**src/rtl/cardif_cfg_pkg.sv**
```systemverilog
package cardif_cfg_pkg;

    localparam int FIELD_W   = 2;
    localparam int ADDR_W    = 2;
    localparam int PIN_COUNT = 6;

    // positions inside the synchronized pin vector
    localparam int PIN_CS   = 0;
    localparam int PIN_PGM  = 1;
    localparam int PIN_A0   = 2;
    localparam int PIN_A1   = 3;
    localparam int PIN_IO   = 4;
    localparam int PIN_RST  = 5;

    // strobes idle high, data idle low
    localparam logic [PIN_COUNT-1:0] PIN_IDLE = 6'b000011;

    typedef enum logic [ADDR_W-1:0] {
        FLD_SUPPLY = 2'b00,
        FLD_DIV    = 2'b01,
        FLD_MODE   = 2'b10,
        FLD_POL    = 2'b11
    } field_sel_e;

    typedef enum logic [1:0] {
        ST_IDLE     = 2'b00,
        ST_SELECTED = 2'b01,
        ST_PROGRAM  = 2'b10
    } sel_state_e;

    localparam logic [FIELD_W-1:0] SUPPLY_RST = 2'b00;
    localparam logic [FIELD_W-1:0] DIV_RST    = 2'b11;
    localparam logic [FIELD_W-1:0] MODE_RST   = 2'b00;
    localparam logic               POL_RST    = 1'b0;

endpackage

```
**src/rtl/cardif_cfg_sync.sv**
```systemverilog
module cardif_cfg_sync #(
    parameter int WIDTH  = 6,
    parameter int STAGES = 2,
    parameter logic [WIDTH-1:0] RESET_VAL = '0
) (
    input  logic             clk,
    input  logic             rst_n,
    input  logic [WIDTH-1:0] async_in,
    output logic [WIDTH-1:0] sync_out
);

    logic [WIDTH-1:0] chain [STAGES];

    genvar s;
    generate
        for (s = 0; s < STAGES; s++) begin : g_stage
            if (s == 0) begin : g_first
                always_ff @(posedge clk or negedge rst_n) begin
                    if (!rst_n) chain[0] <= RESET_VAL;
                    else        chain[0] <= async_in;
                end
            end else begin : g_next
                always_ff @(posedge clk or negedge rst_n) begin
                    if (!rst_n) chain[s] <= RESET_VAL;
                    else        chain[s] <= chain[s-1];
                end
            end
        end
    endgenerate

    assign sync_out = chain[STAGES-1];

endmodule

```
**src/rtl/cardif_cfg_fsm.sv**
```systemverilog
module cardif_cfg_fsm
    import cardif_cfg_pkg::*;
(
    input  logic clk,
    input  logic rst_n,
    input  logic cs_s,
    input  logic pgm_s,
    output logic cs_rise,
    output logic cs_fall,
    output logic commit,
    output logic prog_active
);

    logic       cs_prev;
    sel_state_e state_q, state_d;

    always_ff @(posedge clk or negedge rst_n) begin
        if (!rst_n) cs_prev <= 1'b1;
        else        cs_prev <= cs_s;
    end

    assign cs_rise = cs_s & ~cs_prev;
    assign cs_fall = ~cs_s & cs_prev;

    always_ff @(posedge clk or negedge rst_n) begin
        if (!rst_n) state_q <= ST_IDLE;
        else        state_q <= state_d;
    end

    always_comb begin
        state_d = state_q;
        unique case (state_q)
            ST_IDLE: begin
                if (cs_fall) state_d = pgm_s ? ST_SELECTED : ST_PROGRAM;
            end
            ST_SELECTED: begin
                if (cs_rise) state_d = ST_IDLE;
            end
            ST_PROGRAM: begin
                if (cs_rise) state_d = ST_IDLE;
            end
            default: state_d = ST_IDLE;
        endcase
    end

    always_comb begin
        prog_active = 1'b0;
        commit      = 1'b0;
        unique case (state_q)
            ST_IDLE:     ;
            ST_SELECTED: ;
            ST_PROGRAM: begin
                prog_active = 1'b1;
                commit      = cs_rise;
            end
            default: ;
        endcase
    end

endmodule

```
**src/rtl/cardif_cfg_fields.sv**
```systemverilog
module cardif_cfg_fields
    import cardif_cfg_pkg::*;
(
    input  logic               clk,
    input  logic               rst_n,
    input  logic               commit,
    input  logic [ADDR_W-1:0]  addr,
    input  logic [FIELD_W-1:0] wdata,
    output logic [FIELD_W-1:0] supply_sel,
    output logic [FIELD_W-1:0] clk_div,
    output logic [FIELD_W-1:0] clk_mode,
    output logic               det_pol
);

    always_ff @(posedge clk or negedge rst_n) begin
        if (!rst_n) begin
            supply_sel <= SUPPLY_RST;
            clk_div    <= DIV_RST;
            clk_mode   <= MODE_RST;
            det_pol    <= POL_RST;
        end else if (commit) begin
            unique case (field_sel_e'(addr))
                FLD_SUPPLY: supply_sel <= wdata;
                FLD_DIV:    clk_div    <= wdata;
                FLD_MODE:   clk_mode   <= wdata;
                FLD_POL:    det_pol    <= wdata[0];
                default:    ;
            endcase
        end
    end

endmodule

```
**src/rtl/cardif_cfg_irq.sv**
```systemverilog
module cardif_cfg_irq (
    input  logic clk,
    input  logic rst_n,
    input  logic irq_set,
    input  logic cs_rise,
    output logic irq
);

    always_ff @(posedge clk or negedge rst_n) begin
        if (!rst_n)       irq <= 1'b0;
        else if (irq_set) irq <= 1'b1;
        else if (cs_rise) irq <= 1'b0;
    end

endmodule

```
**src/rtl/cardif_cfg_latch.sv**
```systemverilog
module cardif_cfg_latch
    import cardif_cfg_pkg::*;
#(
    parameter int SYNC_STAGES = 2
) (
    input  logic       clk,
    input  logic       rst_n,
    input  logic       cs_n,
    input  logic       pgm_n,
    input  logic       addr_lo,
    input  logic       addr_hi,
    input  logic       io_line,
    input  logic       rst_line,
    input  logic       irq_set,
    output logic [1:0] supply_sel,
    output logic [1:0] clk_div,
    output logic [1:0] clk_mode,
    output logic       det_pol,
    output logic [1:0] supply_eff,
    output logic       prog_active,
    output logic       irq
);

    logic [PIN_COUNT-1:0] pins_raw, pins_s;
    logic                 cs_rise, cs_fall, commit;

    assign pins_raw = {rst_line, io_line, addr_hi, addr_lo, pgm_n, cs_n};

    cardif_cfg_sync #(
        .WIDTH     (PIN_COUNT),
        .STAGES    (SYNC_STAGES),
        .RESET_VAL (PIN_IDLE)
    ) sync_i (
        .clk      (clk),
        .rst_n    (rst_n),
        .async_in (pins_raw),
        .sync_out (pins_s)
    );

    cardif_cfg_fsm fsm_i (
        .clk         (clk),
        .rst_n       (rst_n),
        .cs_s        (pins_s[PIN_CS]),
        .pgm_s       (pins_s[PIN_PGM]),
        .cs_rise     (cs_rise),
        .cs_fall     (cs_fall),
        .commit      (commit),
        .prog_active (prog_active)
    );

    cardif_cfg_fields fields_i (
        .clk        (clk),
        .rst_n      (rst_n),
        .commit     (commit),
        .addr       ({pins_s[PIN_A1], pins_s[PIN_A0]}),
        .wdata      ({pins_s[PIN_RST], pins_s[PIN_IO]}),
        .supply_sel (supply_sel),
        .clk_div    (clk_div),
        .clk_mode   (clk_mode),
        .det_pol    (det_pol)
    );

    cardif_cfg_irq irq_i (
        .clk     (clk),
        .rst_n   (rst_n),
        .irq_set (irq_set),
        .cs_rise (cs_rise),
        .irq     (irq)
    );

    assign supply_eff = prog_active ? SUPPLY_RST : supply_sel;

endmodule

```
**config.mk**
```make
export PLATFORM = sky130hd
export DESIGN_NAME = cardif_cfg_latch
export DESIGN_NICKNAME = d
export VERILOG_FILES = /design/src/rtl/cardif_cfg_pkg.sv /design/src/rtl/cardif_cfg_sync.sv /design/src/rtl/cardif_cfg_fsm.sv /design/src/rtl/cardif_cfg_fields.sv /design/src/rtl/cardif_cfg_irq.sv /design/src/rtl/cardif_cfg_latch.sv
export SDC_FILE = /design/constraint.sdc
export NUM_CORES = 1
export LEC_CHECK = 0
export ABC_AREA = 1
export CAP_MARGIN = 20
export CORE_ASPECT_RATIO = 1.75
export CORE_UTILIZATION = 35
export DETAILED_ROUTE_END_ITERATION = 8
export PLACE_DENSITY = 0.69
export SLEW_MARGIN = 20
export SYNTH_ARGS = -nofsm -noshare
export SYNTH_HDL_FRONTEND = slang
export SYNTH_SLANG_ARGS = --single-unit
```
**constraint.sdc**
```tcl
create_clock -name clk -period 1.75 [get_ports clk]
set_input_delay 0.35 -clock clk [delete_from_list [all_inputs] [get_ports clk]]
set_output_delay 0.35 -clock clk [all_outputs]
set_load 0.005 [all_outputs]
```
# After elaboration in Yosys (flattened, before gate mapping)
# Index checks and enable logic that the tools add are counted.
dict set report op_classes {
  muxes 9
  eq_ne 7
  bitwise 4
  n_reduce_logical 9
}
# operator count
set ops {}
lappend ops {{$reduce_and 2->1} 5}
lappend ops {{$mux 2} 4}
lappend ops {{$eq 2x2->1 const B} 3}
lappend ops {{$eq 2x1->1 const B} 2}
lappend ops {{$logic_not 2->1} 2}
lappend ops {{$mux 1} 4}
lappend ops {{$pmux 2 s2} 1}
lappend ops {{$and 1x1->1} 2}
lappend ops {{$ne 2x1->1 const B} 1}
lappend ops {{$ne 2x2->1 const B} 1}
lappend ops {{$not 1->1} 2}
lappend ops {{$reduce_bool 2->1} 1}
lappend ops {{$reduce_or 2->1} 1}
dict set report totals {
  regBits 23
  wordCells 38
}

# Depth between registers and ports, before layout
# Gate-level depths: netlist (run 1).
dict set report depth {
  ltp_word 4
  mapped_depth 6
  ltp_nobuf 6
}

# Hierarchy
# Synthesis (run 1) repeated with hierarchy kept, for this count alone.
dict set report hier_totals {
  cells_unflattened 91
  area_unflattened_um2 914.6
}
# mod instances cells_per_inst area_per_inst_um2 seq_area_each_um2
set modules_own_cells {}
lappend modules_own_cells {cardif_cfg_sync 1 18 350.3 305.3}
lappend modules_own_cells {cardif_cfg_fields 1 36 309.0 177.7}
lappend modules_own_cells {cardif_cfg_fsm 1 28 200.2 76.3}
lappend modules_own_cells {cardif_cfg_irq 1 5 40.0 25.0}
lappend modules_own_cells {cardif_cfg_latch 1 4 15.0 0.0}

# Worst setup path after synthesis (run 1)
# OpenSTA, ideal clock, no wires.
dict set report synth_path {
  path_type {reg2reg}
  startpoint {register fsm_i.state_q[0]}
  endpoint {register fields_i.det_pol}
  period_less_slack_ns 1.148
  arrival_time_ns 1.025
  path_stages_with_launch 6
  path_slack_ns 0.602
  n_path_buf 0
  path_cell_list {dfrtp_1 inv_1 ha_1 nand3_4 o21ai_0 nand2_1}
}
dict set report synth_between {
  elab_chain_cells 3
}
# item line
set synth_rtl {}
lappend synth_rtl {{start, declared} cardif_cfg_fsm.sv:15} ;# sel_state_e state_q, state_d;
lappend synth_rtl {{start signal, assigned} cardif_cfg_fsm.sv:27} ;# else state_q <= state_d;
lappend synth_rtl {{$eq 2x2->1} cardif_cfg_fsm.sv:49} ;# unique case (state_q)
lappend synth_rtl {{$mux 1} cardif_cfg_fsm.sv:49}
lappend synth_rtl {{$reduce_and 2->1 (no source line)} n/a}
lappend synth_rtl {{end signal, assigned} cardif_cfg_fields.sv:26} ;# FLD_POL: det_pol <= wdata[0];
lappend synth_rtl {{end, declared} cardif_cfg_fields.sv:12} ;# output logic det_pol
# No other way between the ends.
# A chain may end at the register's enable or synchronous reset.

# Final worst setup path (run 1)
dict set report layout_path {
  startpoint {register fsm_i.state_q[1]}
  endpoint {output port supply_eff[1]}
}
dict set report layout_between {
  elab_chain_cells 3
}
# item line
set layout_rtl {}
lappend layout_rtl {{$eq 2x2->1} cardif_cfg_fsm.sv:49}
lappend layout_rtl {{$mux 1} cardif_cfg_fsm.sv:49}
lappend layout_rtl {{$mux 2} cardif_cfg_latch.sv:71} ;# assign supply_eff = prog_active ? SUPPLY_RST : supply_sel;
lappend layout_rtl {{end, declared} cardif_cfg_latch.sv:19} ;# output logic [1:0] supply_eff,
# No other way between the ends.

==> impl_metrics.csv, run 1 <==
group,metric,value,unit
synthesis,synthSimpleGateAreaFrac,0.208,
sta,tns,0,ns
synthesis,syn_area,862,sq um
synthesis,synth_area_leader_cell,"dfrtp_1",
worst_setup_path,crit_family,"flip-flops",
worst_setup_path,cp_num_buf_inv,2,
sta,slew_headroom,0.818,
worst_setup_path,cp-startpoint,"fsm_i.state_q[1]$_DFFE_PN0P_",
sta,final_max_slew_viol_count,0,
detailed_routing,antenna_left,0,
synthesis,yosysSeqAreaShare,0.678,
worst_setup_path,r2r_slack,0.53,ns
power,p_comb_frac,0.340,
place,routabilityCongestion,0.742,
sta,period_needed,1.65,ns
die,ios,20,
synthesis,synth.top_cell.area_share,0.464,
run_status,status,"finished, final reports clean",
global_route,grt_use_total,0.137,
detailed_routing,dr_total_vias,624,
sta,hold_viol,0,
synthesis,syn_nets,94,
detailed_routing,wirelength,1.40,mm
synthesis,synth_top_family_by_area,"simple AND/OR/NAND/NOR gates",
power,fin_total_pwr,1.59,mW
synthesis,synthXorXnorAreaFrac,0,
die,die_w,39.5,microns
synthesis,ys_top_cells_by_area,"dfrtp_1 46%, dfstp_2 21%, nand2_1 12%",
cells_and_area,num-fill-cells,231,
flow_run,cap_violations,0,
min_path,hp-class,"flop to flop",
sta,post-route-period-util,0.943,
power,netSwitchingPower,0.454,mW
synthesis,synth_area_per_cell,10.4,sq um
die,initial_core_util,0.374,
cells_and_area,seq_area,584,sq um
cells_and_area,syn2layout_area_growth,35.1,%
worst_setup_path,end_kind,"output port",
worst_setup_path,max_stage_delay,0.42,ns
synthesis,synth_cell_types,11,
place,dpl_cell_area,0.00109,sq mm
global_route,grt_max_degree,24,
worst_setup_path,critPathKind,"flop to output port",
cells_and_area,layout-drive-gt1-share,0.165,
power,internal_power,1.14,mW
clock_network,clock_latency,0.26,ns
worst_setup_path,crit_required,1.40,ns
die,core,0.00230,sq mm
worst_setup_path,path_cells,"ha_4 -> buf_4 -> nor2_1 -> dlygate4sd2_1",
synthesis,synthAdderAreaFrac,0.0290,
global_route,grt_pass1_vias,637,
detailed_routing,drcViolationCount,0,
clock_network,tritoncts,"done",
clock_network,cts_sinks,23,
cells_and_area,final_util,0.506,
die,die_h,67.7,microns
clock_network,cts-root-buf,"clkbuf_8",
detailed_routing,routedWlPerCell,10.4,microns
detailed_routing,drt_iter0_drc,3,
synthesis,synth_compound_area_frac,0.0377,
global_route,antenna_found_initial,0,
cells_and_area,stdcell_area,0.00116,sq mm
detailed_routing,viasPerCell,4.66,
clock_network,clockBufferDepth,2,
sta,rsz0062_at_grt,"false",
sta,tightest_slew,0.273,ns
synthesis,synth_mux_area_frac,0,
power,swShare,0.285,
sta,worst_slack,0.101,ns
worst_setup_path,crit_arrival,1.30,ns
clock_network,cts_buffers,3,
cells_and_area,n_antenna_cell,0,
worst_setup_path,crit_fanout,4,
global_route,overflow,0,
synthesis,syn_inst,83,
sta,clock_skew,0.00176,ns
worst_setup_path,reg2reg_depth,6,
worst_setup_path,cp-start-kind,"flop",
power,irDropWorstVdd,0.000692,V
power,power_density,1370,mW/mm^2
synthesis,ys_seq_elements,23,
power,seq_power_share,0.463,
place,post-place-ws,0.107,ns
synthesis,yosysWarningCount,0,
worst_setup_path,cpMaxStageDelayCell,"dfrtp_1",
clock_network,path_clk_slew,0.07,ns
worst_setup_path,timing.rr.end,"fields_i.clk_mode[0]$_DFFE_PN0P_",
sta,setup_viol,0,
detailed_routing,firstDrtPassIters,3,
clock_network,cts_max_level,1,
sta,fmax,0.606,GHz
die,rows,23,
min_path,hold-path-cell-count,0,
worst_setup_path,cp_num_cells,4,
place,portBuffers,19,
global_route,grt_first_pass_wirelength,2.50,mm
power,p_clk_frac,0.197,
worst_setup_path,r2r-start,"fsm_i.state_q[0]$_DFFE_PN0P_",
die,dieArea,0.00267,sq mm
worst_setup_path,cp-endpoint,"supply_eff[1]",
power,cellLeakagePower,0.579,nW
cells_and_area,multi_input_area,249,sq um
place,dpl.hpwl,1.04,mm
cells_and_area,num-nets-final,121,
per-stage QoR:
step | hold slack (ns) | instances
2_1_floorplan | 0.0544 | 83
3_5_place_dp | 0.336 | 128
4_1_cts | 0.354 | 134
5_1_grt | 0.359 | 134
3_3_place_gp | 0.331 | 128
6_report | 0.350 | 134
power by group through the flow:
stage	sequential, mW	combinational [mW]	clock [mW]
3_5_place_dp	0.743	0.528	0
4_1_cts	0.737	0.548	0.330
3_3_place_gp	0.739	0.503	0
5_1_grt	0.755	0.614	0.349
6_report	0.737	0.540	0.313
2_1_floorplan	0.747	0.214	0
per-layer routing:
layer	wire length, microns	track usage	vias to the layer above
met3	57	0.0230	4
li1	-	-	303
met2	762	0.238	16
met5	0	0	-
met4	37	0.0905	0
met1	543	0.141	301
cell type report:
class	instances	share of cell area
Clock buffer	4	0.0387
Timing Repair Buffer	22	0.184
Inverter	11	0.0354
Multi-Input combinational cell	49	0.214
Sequential cell	23	0.502
Tap cell	25	0.0269
cell usage after synthesis:
library cell   n
o21ai_0        5
dfrtp_1       16
a21o_1         1
nand3_1        5
inv_1         11
nand3_4        1
ha_1           2
nor2_2         2
dfstp_2        7
nor2_1         6
nand2_1       27
worst min path at each step:
stage / startpoint / end / slack [ns]
after global routing: sync_i.chain[10]$_DFF_PN0_ / sync_i.sync_out[4]$_DFF_PN0_ / 0.36
after global placement: sync_i.chain[11]$_DFF_PN0_ / sync_i.sync_out[5]$_DFF_PN0_ / 0.33
after floorplan: rst_n / fields_i.clk_mode[0]$_DFFE_PN0P_ / 0.05
final: sync_i.chain[8]$_DFF_PN0_ / sync_i.sync_out[2]$_DFF_PN0_ / 0.35
after detailed placement: sync_i.chain[8]$_DFF_PN0_ / sync_i.sync_out[2]$_DFF_PN0_ / 0.34
after CTS: sync_i.chain[8]$_DFF_PN0_ / sync_i.sync_out[2]$_DFF_PN0_ / 0.35
logic make-up (layout without fill, tap and decap cells):
kind of cell / after synthesis / count (layout)
simple gates: 41 / 41
compound gates: 6 / 6
fa+ha+maj: 2 / 2
flops: 23 / 23
buf+inv: 11 / 37
flip-flops by register name, summed over array words and instances, names as in the netlist:
signal               flops
fields_i.clk_mode        2
fields_i.clk_div         2
fields_i.supply_sel      2
fsm_i.cs_prev            1
sync_i.sync_out          6
sync_i.chain             6
irq_i.irq                1
fields_i.det_pol         1
fsm_i.state_q            2
timing repair:
item / in CTS / in global routing
buffers inserted: 2 / 0
setup endpoints to repair: 3 / 2
cloned: 0 / 0
gates resized for setup: 5 / 2
hold buffers: 0 / 0
cells in the final DEF (no fill, tap or decap):
master,synthesis,routed
nor2_1,6,6
inv_1,11,10
buf_4,0,3
dfrtp_1,16,16
nand3_1,5,5
o21ai_0,5,5
inv_2,0,1
nand3_4,1,1
clkdlybuf4s15_1,0,1
nor2_2,2,2
clkbuf_8,0,3
a21o_1,1,1
dlygate4sd2_1,0,1
dfstp_2,7,7
dlymetal6s2s_1,0,1
clkbuf_1,0,1
clkdlybuf4s50_1,0,16
ha_1,2,1
ha_4,0,1
nand2_1,27,27
(Power assumes the default switching activity.)
==> run 2, diff against run 1 <==
- CORE_UTILIZATION: 35 -> 30
- PLACE_DENSITY: 0.69 -> 0.63
==> run 2 against run 1 <==
  * Via count down 2.1%
  * Wire length is 0.29% lower
  * Setup slack worse by 0.018 ns
  * Critical path depth did not move
  * Flip-flop and latch count did not move
  * Global-route usage fell by 3.0 points
  * Clock power fell by 2%
  * Die area grew 16%
  * Worst hold slack hardly changed
  * Power up 0.57%
  * Largest cell class unchanged
  * Largest power group unchanged
==> impl_metrics.csv, run 2 (synthesis gave the netlist of run 1 again) <==
group,metric,value,unit
power,cellLeakagePower,0.587,nW
detailed_routing,dr_total_vias,611,
worst_setup_path,timing.rr.end,"fsm_i.state_q[0]$_DFFE_PN0P_",
global_route,antenna_found_initial,0,
cells_and_area,mostFrequentLayoutCells,"27 x nand2_1, 16 x dfrtp_1, 16 x clkdlybuf4s50_1",
place,routabilityCongestion,0.709,
die,die_w,42.5,microns
die,ios,20,
detailed_routing,drcViolationCount,0,
die,core,0.00272,sq mm
run_status,status,"finished, final reports clean",
die,initial_core_util,0.317,
worst_setup_path,cpMaxStageDelayCell,"dfrtp_1",
cells_and_area,num-nets-final,122,
place,dpl.hpwl,1.04,mm
worst_setup_path,cp-start-kind,"flop",
clock_network,cts_buffers,3,
clock_network,clock_latency,0.25,ns
detailed_routing,drt_iter0_drc,12,
place,dpl_cell_area,0.00109,sq mm
global_route,grt_first_pass_wirelength,2.48,mm
min_path,hp-class,"flop to flop",
power,power_density,1360,mW/mm^2
worst_setup_path,r2r_slack,0.50,ns
flow_run,cap_violations,0,
clock_network,tritoncts,"done",
sta,fmax,0.600,GHz
cells_and_area,stdcell_area,0.00117,sq mm
place,dp.cells,130,
worst_setup_path,r2r-start,"fsm_i.state_q[1]$_DFFE_PN0P_",
place,portBuffers,19,
sta,tns,0,ns
worst_setup_path,end_kind,"output port",
cells_and_area,final_common_cell,"nand2_1",
worst_setup_path,critPathKind,"flop to output port",
sta,hold_viol,0,
clock_network,cts_sinks,23,
clock_network,path_clk_slew,0.07,ns
detailed_routing,antenna_left,0,
cells_and_area,layout-drive-gt1-share,0.173,
cells_and_area,syn2layout_area_growth,36.1,%
cells_and_area,fin_cells,137,
sta,clock_skew,0.00149,ns
min_path,hold_start,"sync_i.chain[11]$_DFF_PN0_",
worst_setup_path,path_cells,"ha_4 -> buf_4 -> nor2_1 -> dlygate4sd2_1",
worst_setup_path,max_stage_delay,0.42,ns
min_path,hold-path-cell-count,0,
global_route,grt_max_degree,24,
sta,post-route-period-util,0.953,
global_route,grt_pass1_vias,636,
detailed_routing,firstDrtPassIters,2,
sta,worst_slack,0.0822,ns
detailed_routing,wirelength,1.40,mm
worst_setup_path,crit_fanout,4,
clock_network,cts_max_level,1,
detailed_routing,viasPerCell,4.46,
cells_and_area,n_antenna_cell,0,
sta,period_needed,1.67,ns
global_route,grt_use_total,0.107,
worst_setup_path,crit_arrival,1.32,ns
cells_and_area,num-fill-cells,281,
sta,slew_headroom,0.816,
worst_setup_path,cp-startpoint,"fsm_i.state_q[1]$_DFFE_PN0P_",
power,irDropWorstVdd,0.000726,V
die,rows,25,
sta,final_max_slew_viol_count,0,
die,dieArea,0.00310,sq mm
die,die_h,72.9,microns
clock_network,clockBufferDepth,2,
sta,tightest_slew,0.276,ns
clock_network,cts_hold_buf,0,
place,post-place-ws,0.101,ns
clock_network,cts-root-buf,"clkbuf_8",
global_route,overflow,0,
min_path,whs_endpoint,"sync_i.sync_out[5]$_DFF_PN0_",
detailed_routing,routedWlPerCell,10.2,microns
worst_setup_path,crit_required,1.40,ns
sta,setup_viol,0,
worst_setup_path,reg2reg_depth,7,
sta,rsz0062_at_grt,"false",
run 2: cell types whose count changed in the layout (fill, tap and decap cells not counted):
cell and delta:
clkdlybuf4s15_1 -1, dlygate4sd2_1 +1, buf_4 +1
run 2: layout make-up:
type | count | area [sq um] | area share
tap | 27 | 33.8 | 0.0288
timing repair buffer | 23 | 220 | 0.188
sequential | 23 | 584 | 0.498
multi-input combinational | 49 | 249 | 0.212
inverter | 11 | 41.3 | 0.0352
clock buffer | 4 | 45.0 | 0.0384
run 2: what timing repair did:
item / in CTS / in global routing
setup endpoints to repair: 3 / 2
pin swaps: 1 / 0
gates resized for setup: 5 / 1
setup buffers: 2 / 1
run 2: how the worst max path moves through the flow:
stage                                   end  slack (ns)  cells past startpoint
2_1_floorplan  fields_i.det_pol$_DFFE_PN0P_        0.60                      5
3_3_place_gp                  supply_eff[0]        0.15                      4
3_5_place_dp                  supply_eff[0]        0.10                      4
4_1_cts                         prog_active        0.05                      3
5_1_grt                       supply_eff[1]      0.0006                      4
6_report                      supply_eff[0]        0.08                      4
run 2: per-layer routing:
layer | up-vias | GRT usage | part of all wire
li1 | 306 | - | -
met5 | - | 0 | 0
met2 | 14 | 0.183 | 0.55
met3 | 2 | 0.0149 | 0.025
met1 | 289 | 0.122 | 0.41
met4 | 0 | 0.0729 | 0.014
run 2: critical path: cells and delay by family, from the launching register on:
| family | cells | cell delay, ns |
|---|---|---|
| flip-flops | 1 | 0.42 |
| adder cells (fa/ha/maj) | 1 | 0.17 |
| buffers and inverters | 2 | 0.38 |
| AND/OR/NAND/NOR | 1 | 0.10 |
run 2: stage by stage:
stage | hold slack [ns] | utilization | power, mW
after global placement | 0.332 | 0.402 | 1.24
after floorplan | 0.0544 | - | 0.961
after CTS | 0.354 | 0.428 | 1.61
final | 0.351 | 0.431 | 1.60
after detailed placement | 0.337 | 0.402 | 1.28
after global routing | 0.361 | 0.431 | 1.72
run 2: power breakdown:
group / switching (mW) / internal (mW) / leakage [nW] / total (mW)
registers: 0.0747 / 0.671 / 0.268 / 0.745
clock network: 0.147 / 0.162 / 0.0228 / 0.308
logic: 0.234 / 0.313 / 0.296 / 0.546
total: 0.455 / 1.14 / 0.587 / 1.60
